===== src/rtl/irqc_pkg.sv =====
package irqc_pkg;
    localparam int HALF_W   = 16;
    localparam int NUM_HALF = 2;
    localparam int NUM_SRC  = HALF_W * NUM_HALF;
    localparam int SEL_W    = 3;

    typedef enum logic [SEL_W-1:0] {
        SEL_EN_LO  = 3'd0,
        SEL_EN_HI  = 3'd1,
        SEL_REQ_LO = 3'd2,
        SEL_REQ_HI = 3'd3,
        SEL_MASTER = 3'd4
    } reg_sel_e;

    typedef struct packed {
        logic              we;
        reg_sel_e          sel;
        logic [HALF_W-1:0] data;
    } reg_wr_t;

    typedef struct packed {
        logic [NUM_SRC-1:0] en_nx;
        logic [NUM_SRC-1:0] req_nx;
        logic               master_nx;
        logic               en_written;
        logic               master_set;
    } eval_in_t;

    function automatic reg_sel_e en_sel(input int h);
        return (h == 0) ? SEL_EN_LO : SEL_EN_HI;
    endfunction

    function automatic reg_sel_e req_sel(input int h);
        return (h == 0) ? SEL_REQ_LO : SEL_REQ_HI;
    endfunction
endpackage


===== src/rtl/irqc_regs.sv =====
module irqc_regs
    import irqc_pkg::*;
(
    input  logic               clk,
    input  logic               rst,
    input  reg_wr_t            wr,
    input  logic [NUM_SRC-1:0] src,
    output logic [NUM_SRC-1:0] en_q,
    output logic [NUM_SRC-1:0] req_q,
    output logic               master_q,
    output eval_in_t           ev
);
    logic [NUM_HALF-1:0] en_hit;
    logic [NUM_HALF-1:0] req_hit;
    logic [NUM_SRC-1:0]  en_nx;
    logic [NUM_SRC-1:0]  req_nx;
    logic                master_hit;
    logic                master_nx;

    for (genvar h = 0; h < NUM_HALF; h++) begin : g_half
        localparam int LO = h * HALF_W;
        logic [HALF_W-1:0] clr_mask;

        assign en_hit[h]  = wr.we && (wr.sel == en_sel(h));
        assign req_hit[h] = wr.we && (wr.sel == req_sel(h));
        assign clr_mask   = req_hit[h] ? wr.data : '0;

        always_comb begin
            en_nx[LO +: HALF_W]  = en_hit[h] ? wr.data : en_q[LO +: HALF_W];
            req_nx[LO +: HALF_W] = (req_q[LO +: HALF_W] & ~clr_mask)
                                 | src[LO +: HALF_W];
        end

        always_ff @(posedge clk) begin
            if (rst) begin
                en_q[LO +: HALF_W]  <= '0;
                req_q[LO +: HALF_W] <= '0;
            end else begin
                en_q[LO +: HALF_W]  <= en_nx[LO +: HALF_W];
                req_q[LO +: HALF_W] <= req_nx[LO +: HALF_W];
            end
        end
    end

    assign master_hit = wr.we && (wr.sel == SEL_MASTER);
    assign master_nx  = master_hit ? wr.data[0] : master_q;

    always_ff @(posedge clk) begin
        if (rst) master_q <= 1'b0;
        else     master_q <= master_nx;
    end

    always_comb begin
        ev.en_nx      = en_nx;
        ev.req_nx     = req_nx;
        ev.master_nx  = master_nx;
        ev.en_written = |en_hit;
        ev.master_set = master_hit && (wr.data != '0);
    end
endmodule


===== src/rtl/irqc_eval.sv =====
module irqc_eval
    import irqc_pkg::*;
(
    input  logic               clk,
    input  logic               rst,
    input  logic [NUM_SRC-1:0] src,
    input  eval_in_t           ev,
    input  logic               cpu_irq_off,
    output logic               wake,
    output logic               irq,
    output logic [NUM_SRC-1:0] irq_bits,
    output logic               pend_any
);
    logic [NUM_SRC-1:0] pend_q;
    logic [NUM_SRC-1:0] capture;
    logic [NUM_SRC-1:0] pend_base;
    logic               src_enabled;
    logic               trigger;
    logic               deliver;

    assign src_enabled = |(src & ev.en_nx);
    assign trigger     = src_enabled || ev.en_written || ev.master_set;
    assign capture     = (trigger && ev.master_nx) ? (ev.en_nx & ev.req_nx) : '0;
    assign deliver     = (pend_q != '0) && !cpu_irq_off;
    assign pend_base   = deliver ? '0 : pend_q;
    assign pend_any    = (pend_q != '0);

    always_ff @(posedge clk) begin
        if (rst) begin
            pend_q   <= '0;
            irq      <= 1'b0;
            irq_bits <= '0;
            wake     <= 1'b0;
        end else begin
            pend_q   <= pend_base | capture;
            irq      <= deliver;
            irq_bits <= deliver ? pend_q : '0;
            wake     <= src_enabled;
        end
    end
endmodule


===== src/rtl/irqc_top.sv =====
module irqc_top
    import irqc_pkg::*;
(
    input  logic               clk,
    input  logic               rst,
    input  logic [31:0]        src_i,
    input  logic               wr_en_i,
    input  logic [2:0]         wr_sel_i,
    input  logic [15:0]        wr_data_i,
    input  logic [2:0]         rd_sel_i,
    output logic [15:0]        rd_data_o,
    input  logic               cpu_irq_off_i,
    output logic               wake_o,
    output logic               irq_o,
    output logic [31:0]        irq_bits_o
);
    reg_wr_t            wr;
    eval_in_t           ev;
    logic [NUM_SRC-1:0] en_q;
    logic [NUM_SRC-1:0] req_q;
    logic               master_q;
    logic               pend_any;

    always_comb begin
        wr.we   = wr_en_i;
        wr.sel  = reg_sel_e'(wr_sel_i);
        wr.data = wr_data_i;
    end

    irqc_regs u_regs (
        .clk      (clk),
        .rst      (rst),
        .wr       (wr),
        .src      (src_i),
        .en_q     (en_q),
        .req_q    (req_q),
        .master_q (master_q),
        .ev       (ev)
    );

    irqc_eval u_eval (
        .clk         (clk),
        .rst         (rst),
        .src         (src_i),
        .ev          (ev),
        .cpu_irq_off (cpu_irq_off_i),
        .wake        (wake_o),
        .irq         (irq_o),
        .irq_bits    (irq_bits_o),
        .pend_any    (pend_any)
    );

    always_comb begin
        case (reg_sel_e'(rd_sel_i))
            SEL_EN_LO:  rd_data_o = en_q[HALF_W-1:0];
            SEL_EN_HI:  rd_data_o = en_q[NUM_SRC-1:HALF_W];
            SEL_REQ_LO: rd_data_o = req_q[HALF_W-1:0];
            SEL_REQ_HI: rd_data_o = req_q[NUM_SRC-1:HALF_W];
            SEL_MASTER: rd_data_o = {{(HALF_W-1){1'b0}}, master_q};
            default:    rd_data_o = '0;
        endcase
    end
endmodule



===== config.mk =====
export PLATFORM = sky130hd
export DESIGN_NAME = irqc_top
export DESIGN_NICKNAME = d
export VERILOG_FILES = /design/src/rtl/irqc_pkg.sv /design/src/rtl/irqc_regs.sv /design/src/rtl/irqc_eval.sv /design/src/rtl/irqc_top.sv
export SDC_FILE = /design/constraint.sdc
export NUM_CORES = 1
export LEC_CHECK = 0
export BUFFER_PORTS_ARGS = -buffer_cell sky130_fd_sc_hd__buf_2
export CAP_MARGIN = 20
export CORE_MARGIN = 5
export CORE_UTILIZATION = 50
export DETAILED_ROUTE_END_ITERATION = 12
export HOLD_SLACK_MARGIN = 0.03
export PLACE_DENSITY = 0.78
export SETUP_SLACK_MARGIN = 0.5
export SKIP_LAST_GASP = 1
export SYNTH_ARGS = -nofsm -noshare
export SYNTH_HDL_FRONTEND = slang
export SYNTH_SLANG_ARGS = --single-unit

===== constraint.sdc =====
create_clock -name clk -period 2.6 [get_ports clk]
set_input_delay 0.39 -clock clk [delete_from_list [all_inputs] [get_ports clk]]
set_output_delay 0.39 -clock clk [all_outputs]
set_load 0.01 [all_outputs]

==> impl_summary.log <==
INFO  metric run_status = completed
INFO  metric die-area = 13930 µm²
INFO  metric core-area = 11420 µm²
INFO  metric tritoncts.num_buffers = 17
INFO  metric finalNetCount = 828
INFO  metric tritoncts_clock_tree = yes
INFO  metric timing.critical_path.fanout_max = 8
INFO  metric cap_violations = 0
INFO  metric period_needed = 2174 ps
INFO  metric diodes = 0
INFO  metric multi_input_comb_area = 3049 µm²
INFO  metric grt_max_degree = 66
INFO  metric fin_setup_tns = 0 ps
INFO  metric worst-r2r-setup-slack = 640 ps
INFO  metric syn-cell-area = 5837 µm²
INFO  metric finalSetupViolCount = 0
INFO  metric detail_route.drc_violations = 0
INFO  metric drt_first_iter_violations = 416
INFO  metric startpoint = wr_sel_i[2]
INFO  metric fin_util = 65.58%
INFO  metric postSynthNetCount = 699
INFO  metric synth.yosys.seq_area_share = 44.93%
INFO  metric ys_warn_count = 0
INFO  metric powerDensity = 705.9 nW/µm²
INFO  metric rsz0062_at_grt = yes
INFO  metric clock_skew = 5.998 ps
INFO  metric clock-root-buffer = sky130_fd_sc_hd__clkbuf_16
INFO  metric final_cell_mix = sky130_fd_sc_hd__nand2_1, sky130_fd_sc_hd__dfxtp_1, sky130_fd_sc_hd__buf_2, sky130_fd_sc_hd__nor2_1, sky130_fd_sc_hd__and2_1
INFO  metric synth_area_leader_cell = sky130_fd_sc_hd__dfxtp_1
INFO  metric max_clock_freq = 459.9 MHz
INFO  metric total_vias_in_the_final_route = 5171
INFO  metric globalRoute.totalOverflow = 0
INFO  metric cts.hold.buffers_added = 0
INFO  metric layout.area.seq = 2623 µm²
INFO  metric worst_skew_pair.late_latency = 420 ps
INFO  metric die_w = 118.0 µm
INFO  metric post_route_cells_drive_above_1_share = 32.44%
INFO  metric route.antenna.remaining_nets = 0
INFO  metric reg2reg_path_depth = 7
INFO  metric initial_antenna_violation_count = 0
INFO  metric crit-reg2reg-capture = u_eval.pend_q[20]
INFO  metric worstPathArrival = 2480 ps
INFO  metric clock_tree.buffer_depth = 2
INFO  metric vias_per_cell = 5.584
INFO  metric endpoint = u_eval.pend_q[20]
INFO  metric htree_levels = 4
INFO  metric syn_inst = 641
INFO  metric io_buffer_count = 107
INFO  metric static_leakage = 3.113 nW
INFO  metric post-synth-top-area-fraction = 44.93%
INFO  metric vdd_drop_max = 479.3 µV
INFO  metric flow.area_growth_from_synthesis = 28.30%
INFO  metric num-fill-cells = 871
INFO  metric rows = 39
INFO  metric avgRoutedWirePerCell = 18.01 µm
INFO  metric finalWeightedCongestion = 0.8996
INFO  metric hp-class = in -> reg
INFO  metric clkSinkCount = 131
INFO  metric worst-setup-path-type = in -> reg
INFO  metric clk_pin_slew_worst_paths = 60 ps
INFO  metric slew_headroom = 54.07%
INFO  metric cp_data_required_time = 2900 ps
INFO  metric drt_pass1_iterations = 5
INFO  metric gr-usage-all-layers = 23.74%
INFO  metric final_common_cell = sky130_fd_sc_hd__nand2_1
INFO  metric post_synth.cell_area_avg = 9.106 µm²
INFO  metric ios = 108
INFO  metric synth_register_bits = 131
INFO  metric synth_top_cells_by_area = sky130_fd_sc_hd__dfxtp_1, sky130_fd_sc_hd__nand2_1, sky130_fd_sc_hd__mux2i_1, sky130_fd_sc_hd__nor2_1, sky130_fd_sc_hd__mux4_2
INFO  metric die_y = 118.0 µm
INFO  metric grt_pass1_wl = 26250 µm
INFO  metric final_max_slew_viol_count = 0
INFO  metric hpwl = 11910 µm
INFO  metric first_global_vias = 5113
INFO  metric worst_setup_path_end_kind = register
INFO  metric hold_violations = 0
INFO  metric tightest_slew = 689.0 ps
INFO  metric synth.lib_cells_used.distinct = 35
INFO  metric timing.rr.start = u_regs.en_q[3]
INFO  metric setup.worst_path.start_class = input pin
INFO  metric layout_worst_path_cycle_share = 83.63%
INFO  metric initial_utilization = 51.12%
INFO  metric drt-total-wl = 16680 µm
[per-layer routing]
metal | up-vias | wire length, µm | track usage [%]
met5 | - | 0 | 0
met4 | 0 | 585 | 10.90
met3 | 50 | 1398 | 6.583
met2 | 270 | 7745 | 37.38
met1 | 2436 | 6950 | 30.25
li1 | 2415 | - | -
[flip-flops by register name (all words and copies together), names as in the netlist]
signal	count
u_eval.irq	1
u_eval.irq_bits	32
u_eval.pend_q	32
u_eval.wake	1
u_regs.en_q	32
u_regs.master_q	1
u_regs.req_q	32
[cell type report]
| class | count | area share, % |
|---|---|---|
| Multi-Input combinational cell | 468 | 40.72 |
| Tap cell | 143 | 2.389 |
| Clock inverter | 13 | 2.774 |
| Timing Repair Buffer | 146 | 12.88 |
| Clock buffer | 19 | 5.915 |
| Sequential cell | 131 | 35.02 |
| Inverter | 6 | 0.3008 |
[cells by family after synthesis]
kind of cell	count (synthesis)	share of synthesized area (%)
AO/OA/AOI/OAI	78	10.59
flip-flops	131	44.93
buffers and inverters	42	3.794
AND/OR/NAND/NOR	316	24.27
multiplexers	74	16.42
[worst min-delay path by stage]
stage | slack (ps) | from | to | cells past startpoint
6_report | 220 | src_i[7] | u_regs.req_q[7] | 3
5_1_grt | 250 | src_i[7] | u_regs.req_q[7] | 3
4_1_cts | 200 | src_i[7] | u_regs.req_q[7] | 3
3_5_place_dp | 470 | u_eval.pend_q[0] | u_eval.pend_q[0] | 2
3_3_place_gp | 460 | u_eval.pend_q[1] | u_eval.pend_q[1] | 2
2_1_floorplan | 440 | u_eval.pend_q[20] | u_eval.pend_q[20] | 2
[repair_timing]
item                                    CTS  global route
endpoints found under the hold margin     0             0
endpoints found under the setup margin   32            43
setup buffers                             7             4
pin swaps                                 2             6
resized for setup                        11            14
gates cloned                              2             1
[per-stage QoR]
stage	std cells	cell area, µm²	power, mW	worst slack [ps]	hold slack, ps
after floorplan	641	5857	2.437	294.8	439.9
after global routing	926	7488	5.453	409.2	246.5
final	926	7488	5.286	425.7	218.2
after CTS	920	7363	5.279	459.1	200.2
after global placement	879	6575	2.593	22.69	461.1
after detailed placement	879	6575	2.603	-68.63	470.8
[worst max-delay path, cell delays in order]
cell and delay, ps:
sky130_fd_sc_hd__buf_8 100, sky130_fd_sc_hd__nor4b_4 290, sky130_fd_sc_hd__buf_6 170, sky130_fd_sc_hd__mux2_4 310, sky130_fd_sc_hd__a2111oi_4 360, sky130_fd_sc_hd__nand4_2 190, sky130_fd_sc_hd__nor3_4 290, sky130_fd_sc_hd__buf_6 160
sky130_fd_sc_hd__buf_12 130, sky130_fd_sc_hd__o31ai_2 70
[power breakdown]
| part | switching, mW | internal, mW |
|---|---|---|
| registers | 0.0298 | 2.06 |
| clock network | 0.872 | 1.72 |
| logic | 0.325 | 0.274 |
| total | 1.23 | 4.06 |
[cells in the mapped netlist (all sizes together)]
master / n
a2111oi: 3
a21oi: 33
a31oi: 2
a41o: 1
and2: 47
and4b: 1
and4bb: 2
buf: 9
clkbuf: 27
dfxtp: 131
inv: 6
mux2: 18
mux2i: 41
mux4: 15
nand2: 145
nand2b: 1
nand4: 4
nor2: 98
nor2b: 3
nor3: 1
nor3b: 1
nor4: 12
nor4b: 1
o2111a: 5
o21ai: 30
o21bai: 1
o22ai: 1
o31ai: 2
(Power assumes the default switching activity.)
